===== config.mk =====
export PLATFORM = sky130hd
export DESIGN_NAME = wdt_alarm_timer
export DESIGN_NICKNAME = d
export VERILOG_FILES = /design/src/rtl/wdt_pkg.sv /design/src/rtl/wdt_prescale.sv /design/src/rtl/wdt_counter.sv /design/src/rtl/wdt_irq.sv /design/src/rtl/wdt_alarm_timer.sv
export SDC_FILE = /design/constraint.sdc
export NUM_CORES = 1
export LEC_CHECK = 0
export ABC_AREA = 0
export CORE_ASPECT_RATIO = 1.75
export CORE_UTILIZATION = 40
export CTS_BUF_LIST = sky130_fd_sc_hd__clkbuf_8 sky130_fd_sc_hd__clkbuf_16
export CTS_CLUSTER_SIZE = 28
export DETAILED_ROUTE_END_ITERATION = 6
export DONT_BUFFER_PORTS = 1
export RECOVER_POWER = 25
export SYNTH_ARGS = -nofsm -noshare
export SYNTH_HDL_FRONTEND = slang
export SYNTH_SLANG_ARGS = --single-unit

===== constraint.sdc =====
create_clock -name clk -period 5.6 [get_ports clk]
set_clock_uncertainty 0.1 [all_clocks]
set_input_delay 1.12 -clock clk [delete_from_list [all_inputs] [get_ports clk]]
set_output_delay 1.12 -clock clk [all_outputs]
set_load 0.1 [all_outputs]

===== src/rtl/wdt_pkg.sv =====
package wdt_pkg;
  typedef enum logic {
    MODE_PERIODIC = 1'b0,
    MODE_ONESHOT  = 1'b1
  } wdt_mode_e;

  function automatic logic [7:0] pick_byte(input logic [31:0] v, input logic [1:0] s);
    return v[8*s +: 8];
  endfunction
endpackage


===== src/rtl/wdt_prescale.sv =====
module wdt_prescale #(
  parameter int SEC_DIV = 4096
) (
  input  logic clk,
  input  logic rst,
  input  logic tick,
  input  logic clr,
  output logic sec_step
);
  localparam int PW = (SEC_DIV > 1) ? $clog2(SEC_DIV) : 1;
  localparam logic [PW-1:0] LAST = PW'(SEC_DIV - 1);

  logic [PW-1:0] phase;

  assign sec_step = tick && (phase == LAST);

  always_ff @(posedge clk) begin
    if (rst || clr)   phase <= '0;
    else if (tick)    phase <= (phase == LAST) ? '0 : phase + 1'b1;
  end


  phase_range_chk: assert property (@(posedge clk) disable iff (rst)
    clr |=> (phase == '0));
endmodule


===== src/rtl/wdt_counter.sv =====
module wdt_counter
  import wdt_pkg::*;
#(
  parameter int NBYTES = 3,
  parameter int SEL_W  = 2
) (
  input  logic            clk,
  input  logic            rst,
  input  logic            run,
  input  wdt_mode_e       mode,
  input  logic            tick,
  input  logic            sec_step,
  input  logic            strobe,
  input  logic            wr,
  input  logic            rd,
  input  logic [SEL_W-1:0] sel,
  input  logic [7:0]      wdata,
  output logic [7:0]      rdata,
  output logic            expire,
  output logic            phase_clr
);
  localparam int CW = NBYTES * 8;
  localparam logic [CW-1:0] ONE = CW'(1);

  logic [CW-1:0] cnt, seed, snap, seed_nx;
  logic strobe_q;
  logic wr_hit, rd_hit, rise, restart, step, oneshot;

  assign oneshot = (mode == MODE_ONESHOT);
  assign wr_hit  = wr && (int'(sel) < NBYTES);
  assign rd_hit  = rd && (int'(sel) < NBYTES);
  assign rise    = strobe && !strobe_q;
  assign restart = run && oneshot && ((rd_hit && !strobe) || rise);
  assign step    = run && (cnt != '0) && (oneshot ? tick : sec_step);
  assign expire  = step && (cnt == ONE) && !wr_hit && !restart;
  assign phase_clr = wr_hit || restart || !run;

  always_comb begin
    seed_nx = seed;
    for (int b = 0; b < NBYTES; b++)
      if (wr_hit && int'(sel) == b) seed_nx[8*b +: 8] = wdata;
  end

  always_ff @(posedge clk) begin
    if (rst) begin
      cnt      <= '0;
      seed     <= '0;
      strobe_q <= 1'b0;
    end else begin
      strobe_q <= strobe;
      seed     <= seed_nx;
      if (wr_hit)        cnt <= seed_nx;
      else if (restart)  cnt <= seed;
      else if (step)     cnt <= (cnt == ONE && !oneshot) ? seed : cnt - ONE;
    end
  end

  always_ff @(posedge clk) begin
    if (rst) begin
      snap  <= '0;
      rdata <= '0;
    end else if (rd_hit) begin
      if (!run) begin
        rdata <= seed[8*sel +: 8];
      end else if (sel == '0) begin
        snap  <= cnt;
        rdata <= cnt[7:0];
      end else begin
        rdata <= snap[8*sel +: 8];
      end
    end
  end


  no_rise_chk: assert property (@(posedge clk) disable iff (rst)
    (!wr_hit && !restart && !(cnt == ONE && !oneshot)) |=> (cnt <= $past(cnt)));

  oneshot_stop_chk: assert property (@(posedge clk) disable iff (rst)
    (run && oneshot && cnt == '0 && !wr_hit && !restart) |=> (cnt == '0));

  frozen_chk: assert property (@(posedge clk) disable iff (rst)
    (!run && !wr_hit) |=> $stable(cnt));
endmodule


===== src/rtl/wdt_irq.sv =====
module wdt_irq #(
  parameter int PULSE_TICKS = 1024
) (
  input  logic clk,
  input  logic rst,
  input  logic expire,
  input  logic oneshot,
  input  logic route,
  input  logic en,
  input  logic tick,
  input  logic flag_wr,
  input  logic flag_wdata,
  output logic af,
  output logic irq_n
);
  localparam int PTW = $clog2(PULSE_TICKS + 1);
  localparam logic [PTW-1:0] PLAST = PTW'(PULSE_TICKS - 1);

  logic pulse, pulse_n, af_n, start, pend;
  logic [PTW-1:0] pcnt;

  assign pend  = pulse && tick && (pcnt == PLAST);
  assign start = expire && oneshot && route && en;

  always_comb begin
    af_n = af;
    if (expire)                                   af_n = 1'b1;
    else if (pend)                                af_n = 1'b0;
    else if (flag_wr && !flag_wdata && !pulse)    af_n = 1'b0;
    pulse_n = pulse;
    if (start)      pulse_n = 1'b1;
    else if (pend)  pulse_n = 1'b0;
  end

  always_ff @(posedge clk) begin
    if (rst) begin
      af    <= 1'b0;
      pulse <= 1'b0;
      pcnt  <= '0;
      irq_n <= 1'b1;
    end else begin
      af    <= af_n;
      pulse <= pulse_n;
      if (start)               pcnt <= '0;
      else if (pulse && tick)  pcnt <= pcnt + 1'b1;
      irq_n <= !(pulse_n || (route && en && !oneshot && af_n));
    end
  end


  pulse_len_chk: assert property (@(posedge clk) disable iff (rst)
    $fell(pulse) |-> ($past(pcnt) == PLAST));

  pulse_end_flag_chk: assert property (@(posedge clk) disable iff (rst)
    $fell(pulse) |-> !af);

  no_set_by_write_chk: assert property (@(posedge clk) disable iff (rst)
    (flag_wr && flag_wdata && !expire && !af) |=> !af);

  level_irq_chk: assert property (@(posedge clk) disable iff (rst)
    (af && $past(route && en && !oneshot)) |-> !irq_n);
endmodule


===== src/rtl/wdt_alarm_timer.sv =====
module wdt_alarm_timer
  import wdt_pkg::*;
#(
  parameter int NBYTES      = 3,
  parameter int SEL_W       = 2,
  parameter int SEC_DIV     = 4096,
  parameter int PULSE_TICKS = 1024
) (
  input  logic             clk,
  input  logic             rst,
  input  logic             tick_fast,
  input  logic             wd_strobe,
  input  logic             ctl_run,
  input  logic             ctl_oneshot,
  input  logic             ctl_irq_route,
  input  logic             ctl_irq_en,
  input  logic             reg_wr,
  input  logic             reg_rd,
  input  logic [SEL_W-1:0] reg_sel,
  input  logic [7:0]       reg_wdata,
  output logic [7:0]       reg_rdata,
  input  logic             flag_wr,
  input  logic             flag_wdata,
  output logic             alarm_flag,
  output logic             irq_n
);
  logic sec_step, expire, phase_clr;
  wdt_mode_e mode;

  assign mode = ctl_oneshot ? MODE_ONESHOT : MODE_PERIODIC;

  wdt_prescale #(.SEC_DIV(SEC_DIV)) u_pre (
    .clk(clk), .rst(rst), .tick(tick_fast), .clr(phase_clr), .sec_step(sec_step)
  );

  wdt_counter #(.NBYTES(NBYTES), .SEL_W(SEL_W)) u_cnt (
    .clk(clk), .rst(rst), .run(ctl_run), .mode(mode), .tick(tick_fast),
    .sec_step(sec_step), .strobe(wd_strobe), .wr(reg_wr), .rd(reg_rd),
    .sel(reg_sel), .wdata(reg_wdata), .rdata(reg_rdata), .expire(expire),
    .phase_clr(phase_clr)
  );

  wdt_irq #(.PULSE_TICKS(PULSE_TICKS)) u_irq (
    .clk(clk), .rst(rst), .expire(expire), .oneshot(ctl_oneshot),
    .route(ctl_irq_route), .en(ctl_irq_en), .tick(tick_fast),
    .flag_wr(flag_wr), .flag_wdata(flag_wdata), .af(alarm_flag), .irq_n(irq_n)
  );


  storage_no_flag_chk: assert property (@(posedge clk) disable iff (rst)
    (!ctl_run && !alarm_flag) |=> !alarm_flag);
endmodule


# Word-level counts from Yosys, hierarchy flattened
# Cells that the tools add are included.
# classes
reduce_logical	47
shifts	2
n_addsub	3
n_eq_ne	5
muxes	17
order_cmp	1
# op_table
operator	n
$mux W24	4
$shiftx A24 B6 Y8	2
$mux W8	5
$logic_and A1 B1 Y1	26
$eq A24 B1 Y1 const B	1
$reduce_bool A24 Y1	1
$sub A24 B1 Y24 const B	1
$add A12 B1 Y12 const B	1
$eq A12 B12 Y1 const B	1
$mux W12	1
$add A11 B1 Y11 const B	1
$eq A11 B10 Y1 const B	1
$logic_not A1 Y1	10
$mux W1	7
$logic_or A1 B1 Y1	5
$eq A2 B2 Y1 const B	2
$logic_not A2 Y1	2
$reduce_and A3 Y1	1
$reduce_bool A3 Y1	1
$lt A2 B2 Y1 const B	1
$reduce_or A2 Y1	1
# word_totals
wordCells	85
regBits	107
out_inout_bits	10

# Depth between registers and ports, before layout
# depth
word_depth	13
ltp_mapped	10
ltp_nobuf	8

# Modules after synthesis
# Synthesis repeated with hierarchy kept, for this count alone.
# hier_totals
cells_unflattened	677
area_unflattened_um2	5388.9
# modules_own_cells
mod	n_inst	area_each_um2	seq_area_each_um2	cells_each
wdt_counter	1	4130.2	1461.4	538
wdt_prescale	1	634.4	240.2	68
wdt_irq	1	624.3	280.3	71

# Least setup slack after synthesis
# No wires, ideal clock.
# synth_path
path_kind	input-to-reg
start	input port reg_rd
end	register u_cnt.cnt[17]
stages	7
path_slack_ps	2608
arrival_ps	2775
path_cell_list	a21bo_2 buf_2 mux2_2 o21ai_1 nor2_1 a221o_1 a32o_1
# synth_between
elab_chain_len	6
# synth_rtl
item	line_no	rtl
start: declaration	wdt_alarm_timer.sv:18	input logic reg_rd,
$logic_and A1 B1 Y1 *	wdt_counter.sv:31	assign rd_hit = rd && (int'(sel) < NBYTES);
$logic_and A1 B1 Y1 *	wdt_counter.sv:33	assign restart = run && oneshot && ((rd_hit && !strobe) || rise);
$logic_or A1 B1 Y1 *	wdt_counter.sv:33	
$logic_and A1 B1 Y1 *	wdt_counter.sv:33	
$mux W24	wdt_counter.sv:53	else if (restart) cnt <= seed;
$mux W24	wdt_counter.sv:52	if (wr_hit) cnt <= seed_nx;
end signal: assignment	wdt_counter.sv:52	
end signal: assignment	wdt_counter.sv:54	else if (step) cnt <= (cnt == ONE && !oneshot) ? seed : cnt - ONE;
end: declaration	wdt_counter.sv:25	logic [CW-1:0] cnt, seed, snap, seed_nx;
# Mark *: on every way between the ends. The rest lies on a longest branch, timed or not.
# A chain may end at the register's enable or synchronous reset.

# Final worst setup path
# layout_path
start	input port reg_rd
end	register u_irq.pcnt[5]
# layout_between
elab_chain_len	10
# layout_rtl
item	line_no	rtl
$logic_and A1 B1 Y1	wdt_counter.sv:31	
$logic_and A1 B1 Y1	wdt_counter.sv:33	
$logic_or A1 B1 Y1	wdt_counter.sv:33	
$logic_and A1 B1 Y1	wdt_counter.sv:33	
$logic_not A1 Y1	wdt_counter.sv:35	assign expire = step && (cnt == ONE) && !wr_hit && !restart;
$logic_and A1 B1 Y1	wdt_counter.sv:35	
$logic_and A1 B1 Y1 (3 in series)	wdt_irq.sv:23	assign start = expire && oneshot && route && en;
$reduce_or A2 Y1 (no line)	--	
end signal: assignment	wdt_irq.sv:45	else if (pulse && tick) pcnt <= pcnt + 1'b1;
end: declaration	wdt_irq.sv:20	logic [PTW-1:0] pcnt;
# Every way passes these cells.

==> summary.md <==
The run finished with clean final reports. For this run, design rule violations remaining after detail routing come to 0. The final route contains 4763 vias. The clock network fraction of total power is 0.391. The tools report the netlist area before placement as 0.00515 sq mm. The fraction of final layout cells with drive strength greater than 1 works out to 0.0411.

The internal power of the cells totals 1.24 mW. The detail route stage leaves a number of antenna-violating nets equal to 0. The worst setup path is captured at a flop. The worst setup path is of the input pin to flop kind. The dominant register cell in the synthesized netlist was dfxtp_1. The critical path goes through a21bo_2 -> mux2i_1 -> a31oi_1 -> buf_4 -> nand3b_1 -> o21ai_0 -> nor2_1.

The area growth from synthesis to layout is 7.48%. The critical path buffer and inverter count works out to 1. In this run the worst path has a maximum fanout of 18.

The congestion estimate from routability-driven global placement came to 0.978. The max-slew violation total from the final report was 0. For this run, the post-layout net count is 654.

The share of the clock period used by the worst path after layout was 0.577; the post-route minimum period was 3.23 ns. The non-filler instance count after layout came out at 800. Setup repair after global routing left no endpoint under its margin.

For the switching power, the log shows 509 uW. The worst supply voltage drop on vdd was 0.166 mV; the average footprint of a synthesized cell was 7.84 sq um. Before antenna repair, the detailed router went through 5 iterations.

The root buffer cell chosen for the clock tree is clkbuf_16. Summed over all failing endpoints, the final setup total negative slack is 0 ns. The final count of hold timing violations was 0. The via density per instance is 5.95. The headroom to the max-slew limit was 0.212; the height of the die was 152 microns.

The first global-routing pass estimated 26300 microns of wire. In this run the register-to-register setup slack is 2.58 ns. Core outline area: 0.0125 sq mm. The total I/O pin count was 32. Buffers added to address setup during post-CTS repair amount to 0. Timing would allow up to 309 MHz.

For the combinational cell fraction of total power, the log shows 0.151. The tools report the post-detailed-routing wire length as 16800 microns. The number of hold-repair buffers added at the cts stage was 0; the wire length per cell was 21.0 microns. For this run, the number of Yosys warnings is 0. In this run the critical register-to-register path is launched from u_cnt.cnt[2]$_SDFFE_PP0P_.

In this run, synthesis inferred 0 flip-flops with an integrated enable. Reported leakage power: 1.91 nW. The total power per unit cell area works out to 316 mW/mm^2. Share of the yosys chip area belonging to registers: 0.385. The tools report the post-cts sizing count as 0.

The number of global-route vias before repair came out at 4760. The worst stage delay on the critical path was 0.92 ns; the final global-route overflow total was 0. The total inserted antenna cells was 0; the number of nets produced by synthesis was 684. Counting flops and latches in the post-synthesis netlist gives 99.

The startpoint identified for the worst hold timing path is u_cnt.snap[19]$_SDFFE_PP0P_. STA puts the critical path data arrival time at 3.32 ns. Hold timing on the final database bottoms out at a slack of 0.361 ns. The tools report the max-capacitance violation count as 0. The worst setup path is launched from an input pin. The post-placement cell count is 784. The floorplan has 54 rows. The worst slack after detailed placement is 2.02 ns, and the async set-reset flop share out of synthesis is 0.

Clock-pin slew was measured on the worst setup and hold paths at 0.07 ns. The logs give 0.458 for the sequential group share of total power and 282 for the initial DRC count. The clock insertion delay at the later pin of the skew report is 0.35 ns, and the switching share of power is 0.290. The total routing resource utilization after global routing is 0.264. The die span in x came out at 87.8 microns.

For the pin with the worst max-slew slack, the measured transition is 1.18 ns. The min-delay analysis places its worst path in the category flop to flop. Counting every sink on the clock net gives 99. The tools report the total power as 1.75 mW. The number of different library cells used by synthesis comes to 60. The tools report the source of the critical timing path as reg_rd. For the worst setup path, the data required time is 5.69 ns. The number of antenna violations at the first check in global routing is 0.

The tools report the initial cell density of the core as 0.412. The largest delay contributor family on the critical path is compound AO/OA/AOI/OAI gates. Synthesis produced a netlist whose cell count is 657.

Setup violations remaining at the end of the flow were counted as 0. The number of clock buffers added by TritonCTS is 9. Entering global routing, the biggest net connects 70 pins.

The area enclosed by the die boundary is 0.0134 sq mm. The slowest stage of the critical path is the o21ai_0 cell. The placed wire-length estimate was 12500 microns; the number of buffers on the longest clock path was 2. The worst path setup slack after routing is 2.37 ns, and the deepest level of the CTS H-tree is 3. TritonCTS built the clock tree.

The count of buffers from port buffering came out at 0.
[placed cells by master, fill, tap and decap left out, types with 3 or more instances in the layout]
master       n
a211o_1      4
a211oi_1    18
a21oi_1     68
a221o_1      4
a31oi_1      9
a32o_1       3
and3_1       6
and4_1       4
buf_4        3
clkbuf_16    9
dfxtp_1     99
ha_1         5
inv_1       13
mux2i_1     22
nand2_1    112
nand2b_1     7
nand3_1     23
nand3b_1     4
nand4_1     10
nor2_1      78
nor2b_1      4
nor3_1      12
nor4_1       5
o211ai_1     6
o21a_1       4
o21ai_0      8
o221ai_1     4
o22ai_1      4
o31ai_1      4
o32ai_1      3
or3_1        4
or4_1        3
xnor2_1     15
xor2_1      17
[final cells by class]
type	count	area [sq um]
clock buffer	10	239
tap	168	210
timing repair buffer	3	22.5
fill	1231	6960
inverter	12	45.0
multi-input combinational	502	2950
clock inverter	6	88.8
sequential	99	1980
[through the flow]
stage	area, sq um	utilization
after floorplan	5150	-
after global placement	5210	0.417
after detailed placement	5210	0.417
after CTS	5540	0.443
after global routing	5540	0.443
final	5540	0.443
[synth_stat cells (2+ instances only)]
cell type | count | share of area
nand2b_1 | 7 | 0.0085
mux2_2 | 2 | 0.0044
clkbuf_1 | 35 | 0.025
nor2b_1 | 4 | 0.0049
ha_1 | 5 | 0.012
nand2_1 | 112 | 0.082
a211oi_1 | 18 | 0.026
buf_1 | 3 | 0.0022
a32o_1 | 3 | 0.0058
a41o_1 | 2 | 0.0039
or3_1 | 4 | 0.0049
a31oi_1 | 9 | 0.011
o221ai_1 | 4 | 0.0068
o32ai_1 | 3 | 0.0051
and2_1 | 3 | 0.0036
a222oi_1 | 2 | 0.0039
nand3b_1 | 4 | 0.0058
o32a_1 | 2 | 0.0039
dfxtp_1 | 99 | 0.38
o21ai_0 | 8 | 0.0078
nor4_1 | 5 | 0.0061
xor2_1 | 17 | 0.029
a21oi_1 | 68 | 0.066
a211o_1 | 4 | 0.0068
o22ai_1 | 4 | 0.0049
o21a_1 | 4 | 0.0058
nand3_1 | 23 | 0.022
or4_1 | 3 | 0.0044
a221o_1 | 4 | 0.0078
xnor2_1 | 15 | 0.025
nor4_4 | 2 | 0.0083
mux2i_1 | 22 | 0.043
o21ai_1 | 2 | 0.0019
inv_1 | 12 | 0.0087
o211ai_1 | 6 | 0.0087
o31ai_1 | 4 | 0.0058
nor3_1 | 12 | 0.012
a21o_1 | 2 | 0.0029
buf_2 | 4 | 0.0039
nand4_1 | 10 | 0.012
nor2_1 | 78 | 0.057
and3_1 | 6 | 0.0073
and4_1 | 4 | 0.0068
[registers in the layout (all words and copies together), names as in the netlist]
| name | count |
|---|---|
| u_cnt.cnt | 24 |
| u_irq.af | 1 |
| u_cnt.rdata | 8 |
| u_cnt.snap | 16 |
| u_cnt.strobe_q | 1 |
| u_irq.pcnt | 11 |
| u_pre.phase | 12 |
| u_cnt.seed | 24 |
| u_irq.pulse | 1 |
| u_irq.irq_n | 1 |
[tightest hold or removal path: stages, from the launching register on]
cell and delay (ns):
dfxtp_1 0.31, nand2_1 0.05, a21oi_1 0.05
[final timing paths]
path	cells after the start	to
worst max-delay path	7	u_irq.pcnt[5]$_SDFFE_PP0P_
worst min-delay path	2	u_cnt.snap[19]$_SDFFE_PP0P_
worst max register to register	6	u_cnt.cnt[19]$_SDFFE_PP0P_
worst min register to register	2	u_cnt.snap[19]$_SDFFE_PP0P_
[cells by family (layout without fill, tap and decap cells)]
group                      after synthesis  count (layout)  synth area share
xor gates and xnor gates                32              32            0.0544
and+or+nand+nor                        283             283             0.256
buffers and inverters                   56              31            0.0440
AOI/OAI and AO/OA                      158             158             0.202
DFF                                     99              99             0.385
muxes                                   24              24            0.0471
adders and majority gates                5               5            0.0121
[layer usage]
metal,track usage,share of wire,vias to the layer above,routed length [microns]
met5,0,0,-,0
met4,0.225,0.098,0,1650
met3,0.0509,0.053,74,895
met2,0.430,0.49,179,8200
met1,0.284,0.36,2233,6080
li1,-,-,2277,-
[power by group through the flow]
stage / sequential (mW) / clock, mW / combinational, mW
floorplan: 0.789 / 0 / 0.230
global placement: 0.816 / 0 / 0.258
detailed placement: 0.815 / 0 / 0.259
CTS: 0.799 / 0.696 / 0.260
global route: 0.804 / 0.729 / 0.289
finish: 0.802 / 0.686 / 0.264
Note: power is estimated with default switching activity, not from simulation.
